[src/rtl/simd_addsub_unit.sv]
module simd_addsub_unit #(
  parameter int DATA_W    = 128,
  parameter int ADDR_W    = 32,
  parameter int BLK_BYTES = 16
) (
  input  logic              clk,
  input  logic              rst,
  input  logic              in_valid,
  input  logic [1:0]        lane_sel,
  input  logic [1:0]        op_mode,
  input  logic [DATA_W-1:0] opnd_a,
  input  logic [DATA_W-1:0] opnd_b,
  input  logic [ADDR_W-1:0] addr,
  output logic              out_valid,
  output logic [DATA_W-1:0] result,
  output logic              illegal,
  output logic              addr_aligned
);
  localparam int OFS_W = $clog2(BLK_BYTES);

  logic md_scalar, md_alt, bad;
  assign md_scalar = (op_mode == 2'b01);
  assign md_alt    = (op_mode == 2'b10);
  assign bad       = (lane_sel == 2'b11) || (op_mode == 2'b11);

  for (genvar k = 0; k < 3; k++) begin : g_sz
    localparam int W = 16 << k;
    localparam int N = DATA_W / W;
    logic [DATA_W-1:0] r;
    for (genvar j = 0; j < N; j++) begin : g_ln
      logic [W-1:0] a_s, b_s;
      assign a_s = opnd_a[j*W +: W];
      assign b_s = opnd_b[j*W +: W];
      assign r[j*W +: W] = (md_scalar && j != 0) ? a_s :
                           (md_alt && (j % 2 == 0)) ? a_s - b_s : a_s + b_s;
    end
  end

  logic [DATA_W-1:0] nxt;
  always_comb begin
    case (lane_sel)
      2'b00:   nxt = g_sz[0].r;
      2'b01:   nxt = g_sz[1].r;
      2'b10:   nxt = g_sz[2].r;
      default: nxt = '0;
    endcase
    if (bad) nxt = '0;
  end

  always_ff @(posedge clk) begin
    if (rst) out_valid <= 1'b0;
    else     out_valid <= in_valid;
    if (in_valid) begin
      result       <= nxt;
      illegal      <= bad;
      addr_aligned <= (addr[OFS_W-1:0] == '0);
    end
  end

  p_valid_follow_r1: assert property (@(posedge clk) disable iff (rst)
    in_valid |=> out_valid);
  p_valid_drop_r1: assert property (@(posedge clk) disable iff (rst)
    !in_valid |=> !out_valid);
  p_illegal_zero_r6: assert property (@(posedge clk) disable iff (rst)
    (out_valid && illegal) |-> (result == '0));
  p_scalar_upper_r4: assert property (@(posedge clk) disable iff (rst)
    (in_valid && md_scalar && !bad) |=> (result[DATA_W-1:64] == $past(opnd_a[DATA_W-1:64])));
  p_misalign_r7: assert property (@(posedge clk) disable iff (rst)
    (in_valid && addr[OFS_W-1:0] != '0) |=> !addr_aligned);
  p_hold_r8: assert property (@(posedge clk) disable iff (rst)
    (!in_valid && out_valid) |=> $stable(result));
endmodule

[config.mk]
export PLATFORM = sky130hd
export DESIGN_NAME = simd_addsub_unit
export DESIGN_NICKNAME = d
export VERILOG_FILES = /design/src/rtl/simd_addsub_unit.sv
export SDC_FILE = /design/constraint.sdc
export NUM_CORES = 1
export LEC_CHECK = 0
export BUFFER_PORTS_ARGS = -buffer_cell sky130_fd_sc_hd__buf_2
export CELL_PAD_IN_SITES_DETAIL_PLACEMENT = 0
export CELL_PAD_IN_SITES_GLOBAL_PLACEMENT = 2
export CORE_ASPECT_RATIO = 0.8
export CORE_MARGIN = 2
export CORE_UTILIZATION = 36
export CTS_BUF_LIST = sky130_fd_sc_hd__clkbuf_2 sky130_fd_sc_hd__clkbuf_4 sky130_fd_sc_hd__clkbuf_8
export DETAILED_ROUTE_END_ITERATION = 16
export PLACE_DENSITY_LB_ADDON = 0.1
export SETUP_SLACK_MARGIN = 0.5
export SLEW_MARGIN = 15
export SYNTH_ARGS = -nofsm -noshare
export SYNTH_HDL_FRONTEND = slang
export SYNTH_SLANG_ARGS = --single-unit
[constraint.sdc]
create_clock -name clk -period 19.3 [get_ports clk]
set_input_delay 5.79 -clock clk [delete_from_list [all_inputs] [get_ports clk]]
set_output_delay 5.79 -clock clk [all_outputs]
set_load 0.05 [all_outputs]
==> flow_summary.json, run 1 <==
{
  "status": "finished, final reports clean",
  "ys_dominant_reg_cell": "edfxtp_1",
  "core_area_um2": 64100,
  "viasPerCell": 6.05,
  "grt-ovfl-total": 0,
  "drtPass1Iterations": 6,
  "cts_htree_levels": 4,
  "ctsResizeCount": 0,
  "path_max_fanout": 37,
  "hp-class": "in2reg",
  "clockBufferDepth": 2,
  "place_area_um2": 26000,
  "cts.clk_slew.worst_paths_ns": 0.09,
  "hold_viol": 0,
  "pre_cts_slack_ns": 7.21,
  "power.leakage_nw": 11.3,
  "critPathMostFrequentCell": "o21ai_0",
  "synth_nets": 3707,
  "cts_setup_buffers": 0,
  "fin_crit_sh_pct": 61.0,
  "async_reset_ff_share_pct": 0,
  "grt_pass1_wl_um": 157000,
  "hold_slack_ns": 5.36,
  "cp_slowest_cell": "a2111oi_2",
  "gp_congestion": 0.994,
  "die-area_um2": 66800,
  "rsz0062_at_grt": "no",
  "areaGrowthSynthToFinish_pct": 13.1,
  "cts_tree": "done",
  "nNetsFinal": 3982,
  "drt-total-wl_um": 108000,
  "drc_errors": 0,
  "vias": 26100,
  "drt-initial-drc-count": 2460,
  "slowest_delay_ns": 0.96,
  "required_ns": 19.60,
  "yosysUniqueCellTypes": 82,
  "synth.avg_cell_area_um2": 7.37,
  "hold_start": "rst",
  "cp.buffers_inverters": 3,
  "min_path_cells": 2,
  "drive_gt1_share_pct": 14.8,
  "netlist_area_um2": 23300,
  "cts_hold_buf": 0,
  "cp-start-kind": "primary input",
  "clock_sinks": 131,
  "chipHeight_um": 232,
  "grt_pass1_vias": 24600,
  "min_period_ns": 11.78,
  "initial_core_util_pct": 36.4,
  "post-route-cell-area_um2": 26400,
  "crit_chain": "buf_2 > nand2b_2 > buf_4 > nand2_1 > o21ai_0 > inv_1 > ha_1 > nor2b_1 > o21ai_0 > a21boi_0 > o311ai_0 > a2111oi_2 > o211a_1 > o22ai_1 > o41ai_1 > xnor2_1 > mux2i_1 > o21ai_1",
  "synth-seq-area-share_pct": 16.8,
  "ir_worst_vdd_mv": 0.0422,
  "synth_edf_count": 130,
  "critPathCaptureType": "flip-flop",
  "ant_nets": 0,
  "grt_max_degree": 77,
  "cts-root-buf": "clkbuf_8",
  "grt_use_total_pct": 31.2,
  "power.density_nw_per_um2": 64.9,
  "ios": 426,
  "worst_pin_slew_ns": 1.23,
  "die_width_um": 289,
  "cp.arrival_ns": 12.08,
  "cts_buffers": 17,
  "relSlewSlack_pct": 17.8,
  "min_to": "out_valid",
  "slew_viol_final": 0,
  "syn_inst": 3164,
  "antenna_found_initial": 6,
  "cap_viol_max_count": 0,
  "io_buffers": 397,
  "ys_warn_count": 0,
  "setup_viol": 0,
  "wl_per_cell_um": 25.0,
  "dpl.hpwl_um": 84900,
  "rows": 83,
  "timing.final.ws_setup_ns": 7.52,
  "final_util_pct": 41.2,
  "synth_seq_cells": 131,
  "max_freq_ghz": 0.0849,
  "worstSetupPathType": "in2reg",
  "cp_top_family": "compound AO/OA/AOI/OAI gates",
  "setup_tns_ns": 0
}
-- where the power goes --
part	leakage [nW]	switching [mW]	total (mW)	internal (mW)
combinational	9.83	0.714	1.08	0.364
clock	0.184	0.158	0.263	0.104
sequential	1.26	0.0116	0.373	0.361
total	11.3	0.884	1.71	0.830
-- cell type report --
class                           count  area [um^2]
Multi-Input combinational cell   2778        18500
Fill cell                        6874        37700
Clock buffer                       17          234
Sequential cell                   131         3920
Timing Repair Buffer              426         2210
Antenna cell                        6         15.0
Clock inverter                     15          146
Inverter                           85          319
Tap cell                          850         1060
-- cell usage in the layout, fill, tap and decap left out, drive strengths merged, types with 19 or more instances in the layout --
master  synthesis  final
nand3          64     64
nand2         292    292
nor3           75     75
or3            27     27
nand4          55     55
edfxtp        130    130
xnor2         213    213
buf            18    426
nand2b         29     29
o211ai         19     19
a21boi         23     23
nor2          306    306
o21ai         249    249
a211oi         38     38
o31ai          24     24
a21o          139    139
inv            85     91
nor4           19     19
and3           26     26
a31oi          44     44
xor2          150    150
nor2b          31     31
a21oi         392    392
o22ai          43     43
o21bai         32     32
ha            237    237
o21a           30     30
-- metrics by stage --
stage	total power [mW]	cells
after floorplan	1.12	3164
after global placement	1.43	4270
after detailed placement	1.43	4270
after CTS	1.71	4302
after global routing	1.82	4304
final	1.71	4308
-- how the worst max path moves through the flow --
stage                from          to  slack (ns)  cells after the start
2_1_floorplan  opnd_b[23]  result[58]        9.14                     20
3_3_place_gp   op_mode[0]  result[56]        7.10                     16
3_5_place_dp   op_mode[0]  result[95]        7.21                     18
4_1_cts        op_mode[0]  result[95]        7.82                     18
5_1_grt        op_mode[0]  result[95]        7.35                     18
6_report       op_mode[0]  result[95]        7.52                     18
-- cells by family (layout without fill, tap and decap cells) --
group           Yosys count  after routing  share of synthesized area (%)
flops                   131            131                           16.8
mux                      14             14                          0.665
buf+inv                 255            543                           4.19
simple gates            976            976                           19.4
other cells               0              6                              0
fa+ha+maj               248            248                           13.7
xor+xnor                363            363                           13.7
compound gates         1177           1177                           31.6
-- cells in the mapped netlist (all sizes together) (9+ instances only) --
master,instances,share of area [%]
a211oi,38,1.2
a21boi,23,0.74
a21o,139,4.5
a21oi,392,8.4
a221oi,17,0.64
a22oi,13,0.42
a31oi,44,1.2
a41oi,9,0.34
and2,14,0.38
and3,26,0.70
buf,18,0.29
clkbuf,152,2.5
edfxtp,130,17
fa,11,0.94
ha,237,13
inv,85,1.4
mux2i,11,0.47
nand2,292,4.7
nand2b,29,0.78
nand3,64,1.4
nand4,55,1.5
nor2,306,4.9
nor2b,31,0.83
nor3,75,1.6
nor3b,9,0.29
nor4,19,0.54
o211ai,19,0.61
o21a,30,0.97
o21ai,249,5.3
o21bai,32,1.0
o22ai,43,1.2
o31ai,24,0.85
o41ai,17,0.64
or3,27,0.78
xnor2,213,8.0
xor2,150,5.7
-- layer usage --
metal,vias to the layer above,share of wire (%),GRT usage [%]
met5,-,0.027,0
met3,107,8.7,7.01
met2,1099,41,45.3
met4,4,1.8,7.26
li1,12300,-,-
met1,12600,48,46.2
-- state kept, by name (all words and copies together) (netlist names) --
signal,cells
result,128
addr_aligned,1
illegal,1
out_valid,1
No activity file was read; power rests on OpenSTA's default activity.
==> run 2, diff against run 1 <==
CORE_UTILIZATION = 33   (was 36)
clock period = 12.06 ns   (was 19.3 ns; I/O delays follow)
==> flow_summary.json, run 2 (synthesis gave the netlist of run 1 again) <==
{
  "status": "finished, final reports clean",
  "power.leakage_nw": 11.3,
  "cp-start-kind": "primary input",
  "cts_tree": "done",
  "sw_frac_of_total_pct": 51.3,
  "stdcell_count": 4404,
  "largest_reg_flops": 128,
  "required_ns": 12.36,
  "die-area_um2": 72800,
  "cts_hold_buf": 0,
  "antenna_found_initial": 8,
  "hp-class": "in2reg",
  "vias": 26100,
  "pwr-share-seq_pct": 21.5,
  "wl_per_cell_um": 25.3,
  "drt-total-wl_um": 111000,
  "drc_errors": 0,
  "setup_viol": 0,
  "die_width_um": 301,
  "cts-root-buf": "clkbuf_8",
  "p_clk_share_pct": 15.9,
  "rows": 87,
  "cts_buffers": 17,
  "fillCellCount": 7576,
  "cap_viol_max_count": 0,
  "placed_cells": 4364,
  "rsz0062_at_grt": "no",
  "internal_power_mw": 1.36,
  "worst_pin_slew_ns": 1.06,
  "viasPerCell": 5.93,
  "grt_max_degree": 72,
  "timing.final.ws_setup_ns": 3.09,
  "cts.clk_slew.worst_paths_ns": 0.10,
  "min_period_ns": 8.97,
  "regArea_um2": 3920,
  "ir_worst_vdd_mv": 0.0952,
  "comb_power_share_pct": 62.6,
  "io_buffers": 397,
  "hold_viol": 0,
  "clockBufferDepth": 2,
  "worstSetupPathType": "in2reg",
  "gp_congestion": 0.944,
  "initial_core_util_pct": 33.2,
  "layout_commonest_cell": "buf_2",
  "drive_gt1_share_pct": 15.0,
  "grt_use_total_pct": 29.4,
  "pre_cts_slack_ns": 2.71,
  "critPathCaptureType": "flip-flop",
  "cp.arrival_ns": 9.28,
  "drt-initial-drc-count": 2359,
  "max_freq_ghz": 0.111,
  "cts_htree_levels": 4,
  "multiInputGateArea_um2": 18500,
  "areaGrowthSynthToFinish_pct": 14.0,
  "ios": 426,
  "grt_pass1_vias": 24400,
  "final_cell_mix": "buf_2, a21oi_1, nor2_1",
  "nNetsFinal": 3992,
  "regMostFlops": "result",
  "power.density_nw_per_um2": 105,
  "setup_tns_ns": 0,
  "clock_sinks": 131,
  "crit_chain": "buf_2 > nor4_1 > and2_1 > and3_1 > nand2_1 > nor2_1 > a21oi_1 > xnor2_1 > ha_1 > nand3_1 > nor3_1 > nand2_1 > o21ai_1 > a21oi_1 > o21ai_1 > a31oi_1 > xor2_1 > o22ai_1",
  "drtPass1Iterations": 5,
  "cp_slowest_cell": "nor2_1",
  "cts_setup_buffers": 0,
  "grt-ovfl-total": 0,
  "chipHeight_um": 242,
  "relSlewSlack_pct": 29.4,
  "fin_crit_sh_pct": 74.4,
  "dpl.hpwl_um": 87900,
  "slew_viol_final": 0,
  "ctsResizeCount": 0,
  "power_switching_mw": 1.43,
  "grt_pass1_wl_um": 160000,
  "ant_nets": 0,
  "core_area_um2": 70200,
  "path_max_fanout": 7,
  "slowest_delay_ns": 0.66
}
[run 2: changes by cell type in the layout (fill, tap and decap cells not counted), sizes merged]
cell and change:
clkbuf +2, inv -2, buf +10, clkinv +1
bufinv +1, clkinvlp -2, diode +2
[run 2: worst max-delay path, delay by kind of cell]
family | cells | cell delay [ns]
buffers and inverters | 1 | 0.12
adder cells (fa/ha/maj) | 1 | 0.45
AO/OA/AOI/OAI | 6 | 1.77
XOR/XNOR | 2 | 0.59
AND/OR/NAND/NOR | 8 | 2.70
[run 2: path summary, 6_finish.rpt]
| check | cells after the start | endpoint | start |
|---|---|---|---|
| worst max-delay path | 18 | result[59] | opnd_b[3] |
| worst min-delay path | 2 | out_valid | rst |
[run 2: cell type report]
| type | instances | share of cell area [%] |
|---|---|---|
| multi-input cells | 2778 | 69.5 |
| flip-flops and latches | 131 | 14.8 |
| repair buffers | 436 | 8.60 |
| well taps | 934 | 4.40 |
| inverters | 85 | 1.20 |
| clock buffers | 19 | 0.937 |
| clock inverters | 13 | 0.555 |
| diodes | 8 | 0.0753 |
[run 2: power groups by stage]
stage,Sequential [mW],Combinational (mW),Clock (mW)
floorplan,0.812,0.977,0
global placement,0.607,1.71,0
detailed placement,0.608,1.71,0
CTS,0.599,1.72,0.456
global route,0.604,1.88,0.468
finish,0.598,1.74,0.443
[run 2: per-layer routing]
| layer | GRT usage, % | routed length (um) |
|---|---|---|
| met1 | 43.5 | 52900 |
| met2 | 42.2 | 46000 |
| met3 | 7.00 | 10200 |
| met4 | 7.48 | 2140 |
| met5 | 0 | 13 |
[run 2: through the flow]
stage          util (%)  total power, mW  cell area (um^2)  hold WS, ns
3_5_place_dp       37.3             2.31             26200         3.78
4_1_cts            37.8             2.77             26600         3.14
6_report           37.9             2.78             26600         3.18
2_1_floorplan         -             1.79             23300         3.69
3_3_place_gp       37.3             2.31             26200         3.78
5_1_grt            37.8             2.95             26600         3.14
